===== config.mk =====
export PLATFORM = sky130hd
export DESIGN_NAME = flag_unit
export DESIGN_NICKNAME = d
export VERILOG_FILES = /design/src/rtl/flag_unit_pkg.sv /design/src/rtl/flag_reg.sv /design/src/rtl/bit_xfer.sv /design/src/rtl/branch_calc.sv /design/src/rtl/flag_unit.sv
export SDC_FILE = /design/constraint.sdc
export NUM_CORES = 1
export LEC_CHECK = 0
export BUFFER_PORTS_ARGS = -buffer_cell sky130_fd_sc_hd__buf_2
export CAP_MARGIN = 10
export CORE_MARGIN = 2
export CORE_UTILIZATION = 30
export DETAILED_ROUTE_END_ITERATION = 8
export GPL_TIMING_DRIVEN = 0
export MAX_ROUTING_LAYER = met4
export PLACE_DENSITY = 0.62
export SETUP_SLACK_MARGIN = 0.4
export SYNTH_ARGS = -nofsm -noshare
export SYNTH_HDL_FRONTEND = slang
export SYNTH_SLANG_ARGS = --single-unit
export TNS_END_PERCENT = 5

===== constraint.sdc =====
create_clock -name clk_i -period 2.93 [get_ports clk_i]
set_input_delay 0 -clock clk_i [delete_from_list [all_inputs] [get_ports clk_i]]
set_output_delay 0 -clock clk_i [all_outputs]
set_load 0.005 [all_outputs]

===== src/rtl/flag_unit_pkg.sv =====
package flag_unit_pkg;
  localparam int unsigned SREG_W = 8;
  localparam int unsigned SIDX_W = $clog2(SREG_W);
  localparam int unsigned FLAG_T = 6;
  localparam int unsigned FLAG_I = 7;

  typedef enum logic [3:0] {
    OP_NOP   = 4'd0,
    OP_FSET  = 4'd1,
    OP_FCLR  = 4'd2,
    OP_BST   = 4'd3,
    OP_BLD   = 4'd4,
    OP_BR_IE = 4'd5,
    OP_BR_ID = 4'd6
  } op_e;
endpackage


===== src/rtl/flag_reg.sv =====
module flag_reg
  import flag_unit_pkg::*;
(
  input  logic              clk_i,
  input  logic              rst_ni,
  input  logic [3:0]        op_i,
  input  logic [SIDX_W-1:0] flag_idx_i,
  input  logic              src_bit_i,
  output logic [SREG_W-1:0] sreg_o
);
  logic [SREG_W-1:0] sreg_q, sreg_d;

  always_comb begin
    sreg_d = sreg_q;
    case (op_i)
      OP_FSET: sreg_d[flag_idx_i] = 1'b1;
      OP_FCLR: sreg_d[flag_idx_i] = 1'b0;
      OP_BST:  sreg_d[FLAG_T]     = src_bit_i;
      default: ;
    endcase
  end

  always_ff @(posedge clk_i or negedge rst_ni) begin
    if (!rst_ni) sreg_q <= '0;
    else         sreg_q <= sreg_d;
  end

  assign sreg_o = sreg_q;
endmodule


===== src/rtl/bit_xfer.sv =====
module bit_xfer #(
  parameter int unsigned DATA_W = 8,
  localparam int unsigned BIDX_W = $clog2(DATA_W)
) (
  input  logic [DATA_W-1:0] reg_val_i,
  input  logic [BIDX_W-1:0] bit_idx_i,
  input  logic              t_flag_i,
  input  logic              load_i,
  output logic [DATA_W-1:0] reg_val_o,
  output logic              src_bit_o
);
  assign src_bit_o = reg_val_i[bit_idx_i];

  for (genvar i = 0; i < DATA_W; i++) begin : g_bit
    assign reg_val_o[i] = (load_i && (bit_idx_i == BIDX_W'(i))) ? t_flag_i : reg_val_i[i];
  end
endmodule


===== src/rtl/branch_calc.sv =====
module branch_calc
  import flag_unit_pkg::*;
#(
  parameter int unsigned PC_W  = 16,
  parameter int unsigned OFF_W = 7
) (
  input  logic [3:0]       op_i,
  input  logic             i_flag_i,
  input  logic [OFF_W-1:0] offset_i,
  input  logic [PC_W-1:0]  pc_i,
  output logic [PC_W-1:0]  next_pc_o,
  output logic             taken_o,
  output logic [1:0]       cycles_o
);
  logic [PC_W-1:0] off_ext, pc_inc;

  assign off_ext = {{(PC_W-OFF_W){offset_i[OFF_W-1]}}, offset_i};
  assign pc_inc  = pc_i + PC_W'(1);

  always_comb begin
    case (op_i)
      OP_BR_IE: taken_o = i_flag_i;
      OP_BR_ID: taken_o = ~i_flag_i;
      default:  taken_o = 1'b0;
    endcase
  end

  assign next_pc_o = taken_o ? (pc_inc + off_ext) : pc_inc;
  assign cycles_o  = taken_o ? 2'd2 : 2'd1;
endmodule


===== src/rtl/flag_unit.sv =====
module flag_unit
  import flag_unit_pkg::*;
#(
  parameter int unsigned PC_W  = 16,
  parameter int unsigned OFF_W = 7
) (
  input  logic              clk_i,
  input  logic              rst_ni,
  input  logic [3:0]        op_i,
  input  logic [SIDX_W-1:0] flag_idx_i,
  input  logic [7:0]        reg_val_i,
  input  logic [2:0]        bit_idx_i,
  input  logic [OFF_W-1:0]  offset_i,
  input  logic [PC_W-1:0]   pc_i,
  output logic [SREG_W-1:0] sreg_o,
  output logic [7:0]        reg_val_o,
  output logic [PC_W-1:0]   next_pc_o,
  output logic              taken_o,
  output logic [1:0]        cycles_o
);
  logic src_bit;
  logic is_load;

  assign is_load = (op_i == OP_BLD);

  bit_xfer #(.DATA_W(8)) u_xfer (
    .reg_val_i (reg_val_i),
    .bit_idx_i (bit_idx_i),
    .t_flag_i  (sreg_o[FLAG_T]),
    .load_i    (is_load),
    .reg_val_o (reg_val_o),
    .src_bit_o (src_bit)
  );

  flag_reg u_sreg (
    .clk_i      (clk_i),
    .rst_ni     (rst_ni),
    .op_i       (op_i),
    .flag_idx_i (flag_idx_i),
    .src_bit_i  (src_bit),
    .sreg_o     (sreg_o)
  );

  branch_calc #(.PC_W(PC_W), .OFF_W(OFF_W)) u_br (
    .op_i      (op_i),
    .i_flag_i  (sreg_o[FLAG_I]),
    .offset_i  (offset_i),
    .pc_i      (pc_i),
    .next_pc_o (next_pc_o),
    .taken_o   (taken_o),
    .cycles_o  (cycles_o)
  );
endmodule


# Yosys cells after proc, flatten, opt, wreduce, memory -nomap -nowiden
# Index checks and enable logic that the tools add are counted.
# classes
add_sub_neg	2
magnitude_cmp	3
eq_ne	13
mux	18
n_bitwise	4
n_reduce_logical	12
# op_table
op	count
$add 16x1->16 const B	1
$add 16x16->16	1
$mux 16	1
$eq 3x3->1 const B	4
$eq 4x3->1 const B	3
$pmux 6 s2	1
$mux 1	10
$logic_and 1x1->1	9
$and 8x8->8	1
$eq 4x2->1 const B	2
$lt 3x4->1 const B	2
$not 8->8	1
$or 8x8->8	1
$eq 3x2->1 const B	2
$eq 4x1->1 const B	1
$pmux 1 s2	2
$bmux 1 s3	1
$demux 1 s3	1
$eq 3x1->1 const B	1
$ge 3x1->1 const B	1
$logic_not 3->1	1
$pmux 1 s3	1
$reduce_bool 3->1	1
$mux 2	1
2 further kinds	2
# totals
ff_bits	8
input_bits	43
out_inout_bits	35
elab_cells	54

# Logic depth before layout (Yosys ltp)
# Gate-level depths: netlist (run 1).
# logic_depth
depth_word	7
mapped_depth	11
mapped_depth_nobuf	11

# Cells and area by module
# Synthesis (run 1) repeated with hierarchy kept, for this count alone.
# unflattened
cells_unflattened	251
hier_area_um2	2044.5
# by_module_without_submodules
mod	n_inst	cells_each	area_per_inst_um2	seq_area_each_um2
branch_calc	1	188	1311.3	0.0
flag_reg	1	40	467.9	200.2
bit_xfer	1	22	250.2	0.0
flag_unit	1	1	15.0	0.0

# Least setup slack after synthesis (run 1)
# Ideal clock, no wire load.
# synth_timing
kind	input -> output
startpoint	in pc_i[3]
endpoint	out next_pc_o[14]
arrival_ns	2.100
t_required_ns	2.930
slack_ns	0.830
stages	11
n_path_buf	0
cell_sequence	and4_2 > nand4_1 > nor2_1 > xor2_1 > ha_1 > nand2_1 > o21ai_0 > a2111o_1 > o221ai_1 > mux2i_1 > a311oi_1
# synth_between
elab_chain_cells	3
# synth_rtl
element	line_no	text
start, declared	flag_unit.sv:14	input logic [PC_W-1:0] pc_i,
$add 16x1->16 *	branch_calc.sv:18	assign pc_inc = pc_i + PC_W'(1);
$add 16x16->16	branch_calc.sv:28	assign next_pc_o = taken_o ? (pc_inc + off_ext) : pc_inc;
$mux 16 *	branch_calc.sv:28	
end, declared	flag_unit.sv:17	output logic [PC_W-1:0] next_pc_o,
# Every way passes the cells marked *; elsewhere a longest branch is shown, timed or not.

# Final worst setup path (run 1)
# layout_timing
startpoint	in pc_i[2]
endpoint	out next_pc_o[9]
# The elaborated chain is that of the path after synthesis.

==> impl_summary.md, run 1 <==
Power
The design draws 0.7187 mW. The total leakage power is 1.137 nW. The worst IR drop on VDD is 0.0002592 V. The power per cell area is 284.2 nW/um^2.

Final layout
After filler insertion, the fill cell instance count of the layout stands at 667. In the final layout, the share of cells above drive strength 1 is 40.99%. In the layout the commonest cells are 77 x buf_2, 23 x nor2_1, 21 x nand2_1, 19 x ha_1. For this run, the post-layout net count is 388.

The repair_antennas step left the layout with diodes totalling 0. From synthesis to final layout, the design area changed by 32.96%. The most common library cell in the layout ignoring fill and taps is buf_2.

The final cell area excluding filler cells is 2529 sq um.

Setup path
The data required time at the worst endpoint is 2.93 ns. STA classifies the critical path endpoint as an output pin. STA classifies the critical path startpoint as an input pin. The data arrival time at the worst-slack endpoint is 2.42 ns. The path type of the worst setup path is input pin to output pin. The largest fanout on the critical path is 6.

Yosys
After technology mapping, the gate count stands at 238. The share of the Yosys chip area taken by registers is 10.53%. The number of enable flip-flop cells after synthesis is 0. The share of flip-flops with an asynchronous set or reset is 100.0%.

The cell type with the largest total area after synthesis is ha_1. After synthesis, the mean cell area works out to 7.991 sq um. The top-area cell type share of the netlist area is 13.16%. The number of synthesized register bits is 8. Synthesis produced a netlist with a net count of 302.

Sorting the synthesized cells by area gives the leading types as ha_1 13%, dfrtp_1 11%, mux2_2 9.5%, xor2_1 6.0%, xnor2_1 5.5%. The synthesis warning total is 0. Summing every instance area after synthesis gives 1902 sq um.

The number of distinct library cells after synthesis is 49. The prevailing post-synth register cell is dfrtp_1.

STA
The final number of hold-violating endpoints was 0. At the pin with the least slew margin, the transition time is 0.3756 ns. The final count of negative-setup-slack endpoints is 0.

After layout, the worst path uses 82.44% of the clock period. The largest clock skew in the final design is 0 ns. Derived from the worst setup path, the maximum achievable clock frequency is 414.0 MHz. The worst slew margin relative to its limit is 74.79%. The accumulated negative setup slack is 0 ns. The max-slew violation count is 0. Setup repair after global routing could not meet its margin everywhere. The shortest period the worst path allows is 2.416 ns. Across all hold checks on the routed design, the worst slack comes to 0.04875 ns.

Floorplanning
The floorplan die width is 83.62 um. The starting utilization of the core area is 30.47%. Row generation in the floorplan step produced 29 rows. The floorplan step defined a core boundary enclosing 6241 sq um. The floorplan die height is 83.62 um.

The floorplan step defined a die boundary enclosing 6992 sq um. In this run the count of I/O pins placed on the die edge is 78.

Clocking
In this run the deepest clock path goes through 2 buffers. In this run, CTS created clock tree buffers numbering 3. The clock transition time at the flip-flop clock pins of the worst setup and hold paths is 0.04 ns.

The total number of H-tree levels is 1. The later pin in the worst-skew pair is clocked with a latency of 0.23 ns. Counting every sink on the clock net gives 8. The tree is rooted in a clkbuf_8. The TritonCTS clock tree is yes.

Route
The remaining design rule violation count is 0. Once detail routing completed, the nets flagged for antenna violations numbered 0. The final routed wirelength across all metal layers is 5.024 mm. The first detailed-routing pass ran for 4 iterations. The detailed router placed 2030 vias in this run. The first-iteration detailed-routing DRC count is 88.

After detailed routing, the average wire length per cell comes to 12.59 um. After detailed routing, the number of vias per cell comes to 5.088.

Worst hold path
The class of the tightest hold or removal check is input pin to register.

Global route
The first global-routing pass estimated 8.086 mm of wire. The initial antenna violation count is 0. The aggregate global-route resource usage is 13.80%. For this run the aggregate overflow at the end of global routing stands at 0. The number of global-route vias before repair is 1840. Entering global routing, the biggest net connects 15 pins.

Run status
The flow ran to the end, and the final reports show no timing, DRC or antenna violations.

Placed design
The post-place instance area is 2369 sq um. Detailed placement finished with a half-perimeter wire length of 4.135 mm. The final weighted congestion in routability-driven placement is 0.8096.

The count of input and output buffers is 74.

Flow run
Across the run, the number of max-cap violations was 0.
-- what timing repair did --
action,in CTS,in global routing
buffers inserted,2,4
hold buffers,1,0
resized for setup,2,14
endpoints found under the setup margin,1,7
pin swaps,3,8
endpoints found under the hold margin,8,0
-- synthesized netlist by cell type, types with 2 or more instances --
cell type,n
a211oi_1,2
a21o_1,5
a21oi_1,20
a31oi_1,3
and2_1,4
buf_2,3
buf_4,4
buf_6,2
dfrtp_1,8
ha_1,20
inv_1,3
mux2_2,16
mux2i_1,3
mux4_2,2
nand2_1,21
nand2b_1,4
nand3_1,8
nand3b_1,6
nand4_1,7
nor2_1,25
nor3_1,5
nor3b_1,5
o21ai_0,9
o21bai_1,2
o31ai_1,3
or3_1,2
xnor2_1,12
xor2_1,13
-- worst paths after layout --
path,from,endpoint,slack [ns],cells past startpoint
max in group asynchronous,rst_ni,asynchronous set/reset pin,2.61,2
worst max-delay path,pc_i[2],next_pc_o[9],0.51,11
worst max register to register,u_sreg.sreg_o[6]$_DFFE_PN0P_,u_sreg.sreg_o[6]$_DFFE_PN0P_,2.11,2
worst min-delay path,op_i[1],u_sreg.sreg_o[6]$_DFFE_PN0P_,0.05,2
worst min register to register,register,register,0.49,1
min in group asynchronous,rst_ni,asynchronous set/reset pin,0.15,2
-- metal layers --
layer	vias up	track usage [%]	wire length (um)	share of wire, %
met5	-	-	0	0
met1	923	16.60	2123	42
met4	0	2.199	17	0.34
met2	58	25.38	2654	53
met3	2	1.286	230	4.6
li1	1047	-	-	-
-- area by class of cell --
class	count	area (sq um)	area share (%)
well taps	77	96.34	3.810
flip-flops and latches	8	200.2	7.917
repair buffers	81	425.4	16.82
inverters	4	15.01	0.5938
plain buffers	10	71.32	2.820
multi-input cells	216	1679	66.40
clock buffers	3	41.29	1.633
-- stage by stage --
step / setup slack (ns) / util (%) / cells
floorplan: 0.8301 / - / 238
global placement: 0.2555 / 37.95 / 389
detailed placement: 0.2362 / 37.95 / 389
CTS: 0.4092 / 39.13 / 395
global route: 0.3720 / 40.52 / 399
finish: 0.5144 / 40.52 / 399
-- critical path: stages --
cell	delay [ns]
buf_2	0.13
and4_4	0.27
nand2_1	0.07
xnor2_1	0.19
ha_1	0.33
a2111oi_2	0.41
o21ai_1	0.23
a41oi_2	0.27
xnor2_1	0.10
mux2_2	0.27
buf_2	0.13
-- logic make-up (layout without fill, tap and decap cells) --
logic type | count (synthesis) | after routing | synth area share (%)
flops | 8 | 8 | 10.53
simple gates | 92 | 92 | 25.33
xor+xnor | 25 | 25 | 11.51
compound gates | 57 | 57 | 20.46
buf+inv | 14 | 98 | 4.539
fa+ha+maj | 21 | 21 | 14.21
mux | 21 | 21 | 13.42
-- report_power, final --
part           switching [mW]  total, mW  internal, mW
clock network          0.0428      0.132        0.0889
logic                   0.213      0.423         0.210
registers              0.0233      0.164         0.141
total                   0.279      0.719         0.440
Power figures use the tool's default switching activity.
==> run 2: changes to the inputs <==
clock period = 2.45 ns   (was 2.93 ns; I/O delays follow)
==> impl_summary.md, run 2 (synthesis results as in run 1) <==
Route
After detailed routing, the average wire length per cell comes to 12.55 um. The final routed wirelength across all metal layers is 5.108 mm. The via count is 2042. For this run, design rule violations remaining after detail routing come to 0. Dividing the detail-routed via count by the number of cells gives 5.017.

For this block, the initial DRC count from the detailed router was 48. The number of search-and-repair iterations in the first detailed-routing pass is 4. In this run the remaining antenna-violating nets after routing total 0.

STA
The transition time at the pin with the least slew margin is 0.4321 ns. Setup repair after global routing could not meet its margin everywhere. The shortest period the worst path allows is 2.420 ns. The max-slew violation count is 0. The final count of negative-setup-slack endpoints is 0.

Headroom to the max-slew limit came out at 71.02%. The post-route clock period utilization is 98.77%. The worst path meets setup with 0.03011 ns of slack.

Between clock sinks in the finished design, the worst skew comes to 0 ns. The final number of hold-violating endpoints is 0. The worst hold slack is 0.04868 ns. Derived from the worst setup path, the maximum achievable clock frequency is 413.2 MHz.

Power
The part of the power in registers is 21.7%. In this run the power density over the cells is 337.7 nW/um^2. In this run the static leakage power is 1.195 nW. The switching power share of the total is 38.19%. The relative contribution of combinational cells to total power is 60.9%. The switching power total is 0.3393 mW. Of the total power, the clock network draws 17.4%.

The internal portion of the total power is 0.5492 mW. The worst IR drop on VDD is 0.0003406 V.

Placed design
The HPWL reported at the end of detailed placement is 4.124 mm. The post-place instance area is 2376 sq um. Once placement completed, the tool counted placed cells totaling 389. The worst slack at placement is -0.1901 ns. The count of input and output buffers is 74. The final weighted congestion in routability-driven placement is 0.8053.

Global route
The met2 usage is 26.25%. The aggregate global-route resource usage is 14.00%. For this run, global-route usage on met3 was measured as 1.583%. The busiest layer in global routing is met2. The global-route track usage on met1 is 15.83%.

The first global-routing pass estimated 8.197 mm of wire. The initial antenna violation count is 0. The maximum number of pins on one net before global-route repair is 15. The remaining global-route overflow is 0.

The number of global-route vias before repair is 1889.

Setup path
In this run the worst path has a maximum fanout of 4. The critical path endpoint category is an output pin. The path type of the worst setup path is input pin to output pin.

Data on the critical path is required at its endpoint by 2.45 ns. STA classifies the critical path startpoint as an input pin. Data arrives at the worst endpoint at 2.42 ns.

Floorplanning
Row generation in the floorplan step produced 29 rows. Pin placement for this block handled 78 I/O pins. The floorplan die width is 83.62 um. The starting utilization of the core area is 30.47%.

The overall die area is 6992 sq um. The floorplan die height is 83.62 um. The floorplan step defined a core boundary enclosing 6241 sq um.

Final layout
The relative area change from synthesis to final layout is 38.36%. The total number of nets in the final design is 396. The number of antenna diodes in the final layout is 0. The library cell used most frequently in the layout, excluding fill and tap cells, is buf_2. Once layout is complete, the cells apart from fillers number 407.

Leaving out fill and tap cells, the most frequent cells in the layout are 73 x buf_2, 25 x nor2_1, 21 x nand2_1, 19 x ha_1, 18 x buf_4. The fraction of final layout cells with drive strength greater than 1 is 42.42%. The final cell area excluding filler cells is 2631 sq um.

Clocking
In this run the clock root is driven by a clkbuf_8. The TritonCTS clock tree is yes. The total number of H-tree levels is 1.

Buffers inserted during clock tree synthesis total 3. No sink is reached through more buffers than the 2 on the longest clock path. The clock reaches the later pin of the worst-skew pair after 0.22 ns.

After clock tree synthesis, the clock-pin slew on the worst setup and hold paths is 0.04 ns. The number of clock sinks is 8.

Worst hold path
The class of the tightest hold or removal check is input pin to register.

Flow run
Across the run, the number of max-cap violations was 0.

Run status
The flow ran to the end, and the final reports show no timing, DRC or antenna violations.
## run 2: changes by cell type in the layout (fill, tap and decap cells not counted), sizes merged
cell,previous run,this run
buf,89,97
## run 2: final timing paths
kind	cells after the start	from	slack (ns)	to
min in group asynchronous	2	rst_ni	0.15	asynchronous set/reset pin
worst min register to register	1	register	0.49	register
worst min-delay path	2	op_i[1]	0.05	u_sreg.sreg_o[6]$_DFFE_PN0P_
worst max-delay path	14	pc_i[4]	0.03	next_pc_o[14]
worst max register to register	2	u_sreg.sreg_o[6]$_DFFE_PN0P_	1.63	u_sreg.sreg_o[6]$_DFFE_PN0P_
max in group asynchronous	2	rst_ni	2.13	asynchronous set/reset pin
## run 2: power by group through the flow
stage                     registers, mW  clock network, mW  logic [mW]
after global routing              0.200              0.165       0.598
final                             0.193              0.154       0.541
after global placement            0.197                  0       0.481
after CTS                         0.195              0.159       0.507
after detailed placement          0.196                  0       0.488
after floorplan                   0.194                  0       0.313
## run 2: layout make-up
cell class | instances | area [sq um]
Timing Repair Buffer | 89 | 521.8
Fill cell | 655 | 3610
Multi-Input combinational cell | 216 | 1685
Sequential cell | 8 | 200.2
Tap cell | 77 | 96.34
Inverter | 4 | 15.01
Clock buffer | 3 | 41.29
Buffer | 10 | 71.32
## run 2: metal layers
layer	part of all wire [%]	wire, um
met1	43	2199
met2	51	2629
met3	4.2	217
met4	1.2	63
met5	0	0
## run 2: timing repair
item                                   CTS  global route
pin swaps                                9            18
hold buffers                             1             0
resized for setup                       12            14
buffers inserted                         6             8
endpoints found under the hold margin    8             0
setup endpoints to repair               10            10
## run 2: worst max-delay path, cell delays in order
cell and delay (ns):
buf_8 0.07, and4_4 0.23, buf_4 0.12, nand4_4 0.13, nor2_1 0.15, xor2_1 0.27
ha_1 0.33, o21ai_1 0.14, nand2b_1 0.09, and2_1 0.18, o221ai_2 0.18, mux2i_1 0.10
a311oi_1 0.28, buf_2 0.17
## run 2: through the flow
stage	power [mW]	TNS (ns)	util, %
global route	0.9632	-0.2305	42.16
floorplan	0.5074	0	-
global placement	0.6781	-0.1506	38.07
detailed placement	0.6841	-0.2338	38.07
CTS	0.8600	-0.005693	40.36
finish	0.8885	0	42.16
==> run 3: changes to the inputs <==
CTS_CLUSTER_DIAMETER = 150   (was default)
RECOVER_POWER = 50   (was default)
==> impl_summary.md, run 3 (synthesis results as in run 1) <==
Global route
The initial antenna violation count is 0. The number of global-route vias before repair was 1889. Entering global routing, the biggest net connects 15 pins. The total overflow left after global routing is 0. The first global-routing pass estimated 8.197 mm of wire. Across every metal layer, demand over resource in global routing totals 14.00%.

Floorplanning
The floorplan die width is 83.62 um. The die covers 6992 sq um. The number of placement rows is 29. The die is 83.62 um tall. The starting utilization of the core area is 30.47%. The area inside the core boundary is 6241 sq um.

For this design the top-level I/O count stands at 78.

Final layout
The relative area change from synthesis to final layout is 37.89%. Leaving out fill and tap cells, the most frequent cell in the layout is buf_2. At the end of the flow the core is filled with cells to 42.02%. In the final design database the tool counted 396 nets.

The repair_antennas step left the layout with diodes totalling 0. In the layout the commonest cells are 66 x buf_2, 25 x nor2_1, 21 x nand2_1, 19 x ha_1. The post-route netlist has 40.30% of its cells at a drive strength greater than 1.

STA
After layout, the minimum clock period comes to 2.419 ns. The final number of hold-violating endpoints is 0. Setup violations remaining at the end of the flow were counted as 0. The transition time at the pin with the least slew margin is 0.4533 ns.

The setup slack after layout is 0.03116 ns. The max-slew violation count is 0. After layout, the worst path uses 98.73% of the clock period. The worst slew margin relative to its limit is 69.78%. For the final database, setup skew stands at 0 ns. Based on the critical path, the design can be clocked at up to 413.4 MHz. Setup repair after global routing could not meet its margin everywhere.

Route
The via count is 2039. The remaining design rule violation count is 0. Dividing the detail-routed wire length by the instance count gives 12.55 um. After the first detailed-routing iteration, the DRC count stood at 41. Dividing the detail-routed via count by the number of cells gives 5.010. The remaining antenna violation count after routing is 0.

For this run, the detailed router's first-pass iteration total came to 4. Summed over all layers, the routed wires come to 5.109 mm.

Placed design
The worst slack at placement is -0.1901 ns. The wire-length estimate of the detail-placed layout is 4.124 mm. The final weighted congestion in routability-driven placement is 0.8053. Buffers placed on the I/O ports in this run total 74.

Setup path
The data required time at the worst endpoint is 2.45 ns. The worst register-to-register path ends at u_sreg.sreg_o[6]$_DFFE_PN0P_. Data on the critical path arrives at its endpoint at 2.42 ns. The path type of the worst setup path is input pin to output pin.

The setup slack of the most critical reg-to-reg path is 1.62 ns. In this run the critical register-to-register path is launched from u_sreg.sreg_o[6]$_DFFE_PN0P_. In this run the worst setup path begins at pc_i[4]. The worst-case reg-to-reg path depth is 2. The end point of the critical path is next_pc_o[14]. Along the worst path, the maximum fanout reaches 4. The kind of start point of the critical path is an input pin. The critical path endpoint category is an output pin.

Power
The power per cell area is 336.7 nW/um^2. The total leakage power is 1.175 nW. Across the VDD grid, the largest voltage drop is 0.0003393 V.

Clocking
CTS built an H-tree with a depth of 1. The number of clock sinks is 8. The clock transition time at the flip-flop clock pins of the worst setup and hold paths is 0.04 ns. The clock passes through at most 2 buffers. The tree is rooted in a clkbuf_8. In this run, CTS created clock tree buffers numbering 3.

The insertion delay to the later sink of the worst-skew pair is 0.22 ns. TritonCTS built the clock tree.

Run status
The flow ran to the end, and the final reports show no timing, DRC or antenna violations.

Flow run
The tool flagged a number of max-cap violations equal to 0.

Worst hold path
The worst hold path belongs to the class input pin to register.
[run 3: changes by cell type in the layout (fill, tap and decap cells not counted), sizes merged]
cell / delta
buf: -9
clkbuf: +9
[run 3: metrics by stage]
step	setup TNS [ns]	power [mW]	cells	cell area [sq um]	hold WS, ns
5_1_grt	-0.2305	0.9572	407	2623	0.1297
6_report	0	0.8829	407	2623	0.09800
3_3_place_gp	-0.1506	0.6781	389	2376	-0.1478
4_1_cts	-0.005693	0.8600	399	2519	0.04097
3_5_place_dp	-0.2338	0.6841	389	2376	-0.1478
2_1_floorplan	0	0.5074	238	1909	-0.2956
[run 3: what timing repair did]
| item | 4_1_cts | 5_1_grt |
|---|---|---|
| pin swaps | 9 | 18 |
| buffers inserted | 6 | 8 |
| gates resized for setup | 12 | 14 |
| endpoints found under the setup margin | 10 | 10 |
| hold buffers | 1 | 0 |
| endpoints found under the hold margin | 8 | 0 |
[run 3: area by class of cell]
type	instances	area (sq um)
fillers	660	3618
well taps	77	96.34
multi-input cells	216	1685
flip-flops and latches	8	200.2
repair buffers	89	514.2
clock buffers	3	41.29
plain buffers	10	70.07
inverters	4	15.01
[run 3: report_power, final]
| part | total (mW) | switching (mW) | internal, mW | leakage (nW) |
|---|---|---|---|---|
| registers | 0.194 | 0.0255 | 0.168 | 0.0923 |
| clock network | 0.155 | 0.0484 | 0.106 | 0.0216 |
| logic | 0.535 | 0.266 | 0.269 | 1.06 |
[run 3: how the worst min path moves through the flow]
| stage | cells past startpoint | end | from |
|---|---|---|---|
| 4_1_cts | 2 | u_sreg.sreg_o[6]$_DFFE_PN0P_ | op_i[1] |
| 3_3_place_gp | 1 | asynchronous set/reset pin | rst_ni |
| 6_report | 3 | u_sreg.sreg_o[6]$_DFFE_PN0P_ | op_i[0] |
| 3_5_place_dp | 1 | asynchronous set/reset pin | rst_ni |
| 2_1_floorplan | 0 | asynchronous set/reset pin | rst_ni |
| 5_1_grt | 4 | u_sreg.sreg_o[6]$_DFFE_PN0P_ | op_i[0] |
[run 3: per-layer routing]
layer / track usage, % / routed length (um) / vias up
li1: - / - / 1068
met1: 15.83 / 2204 / 914
met4: 3.226 / 63 / 0
met2: 26.25 / 2624 / 51
met3: 1.583 / 217 / 6
met5: - / 0 / -
[run 3: worst max-delay path: stages]
cell      delay [ns]
buf_8           0.07
and4_4          0.23
buf_4           0.12
nand4_4         0.13
nor2_1          0.15
xor2_1          0.27
ha_1            0.33
o21ai_1         0.14
nand2b_1        0.09
and2_1          0.18
o221ai_2        0.18
mux2i_1         0.10
a311oi_1        0.28
buf_2           0.17
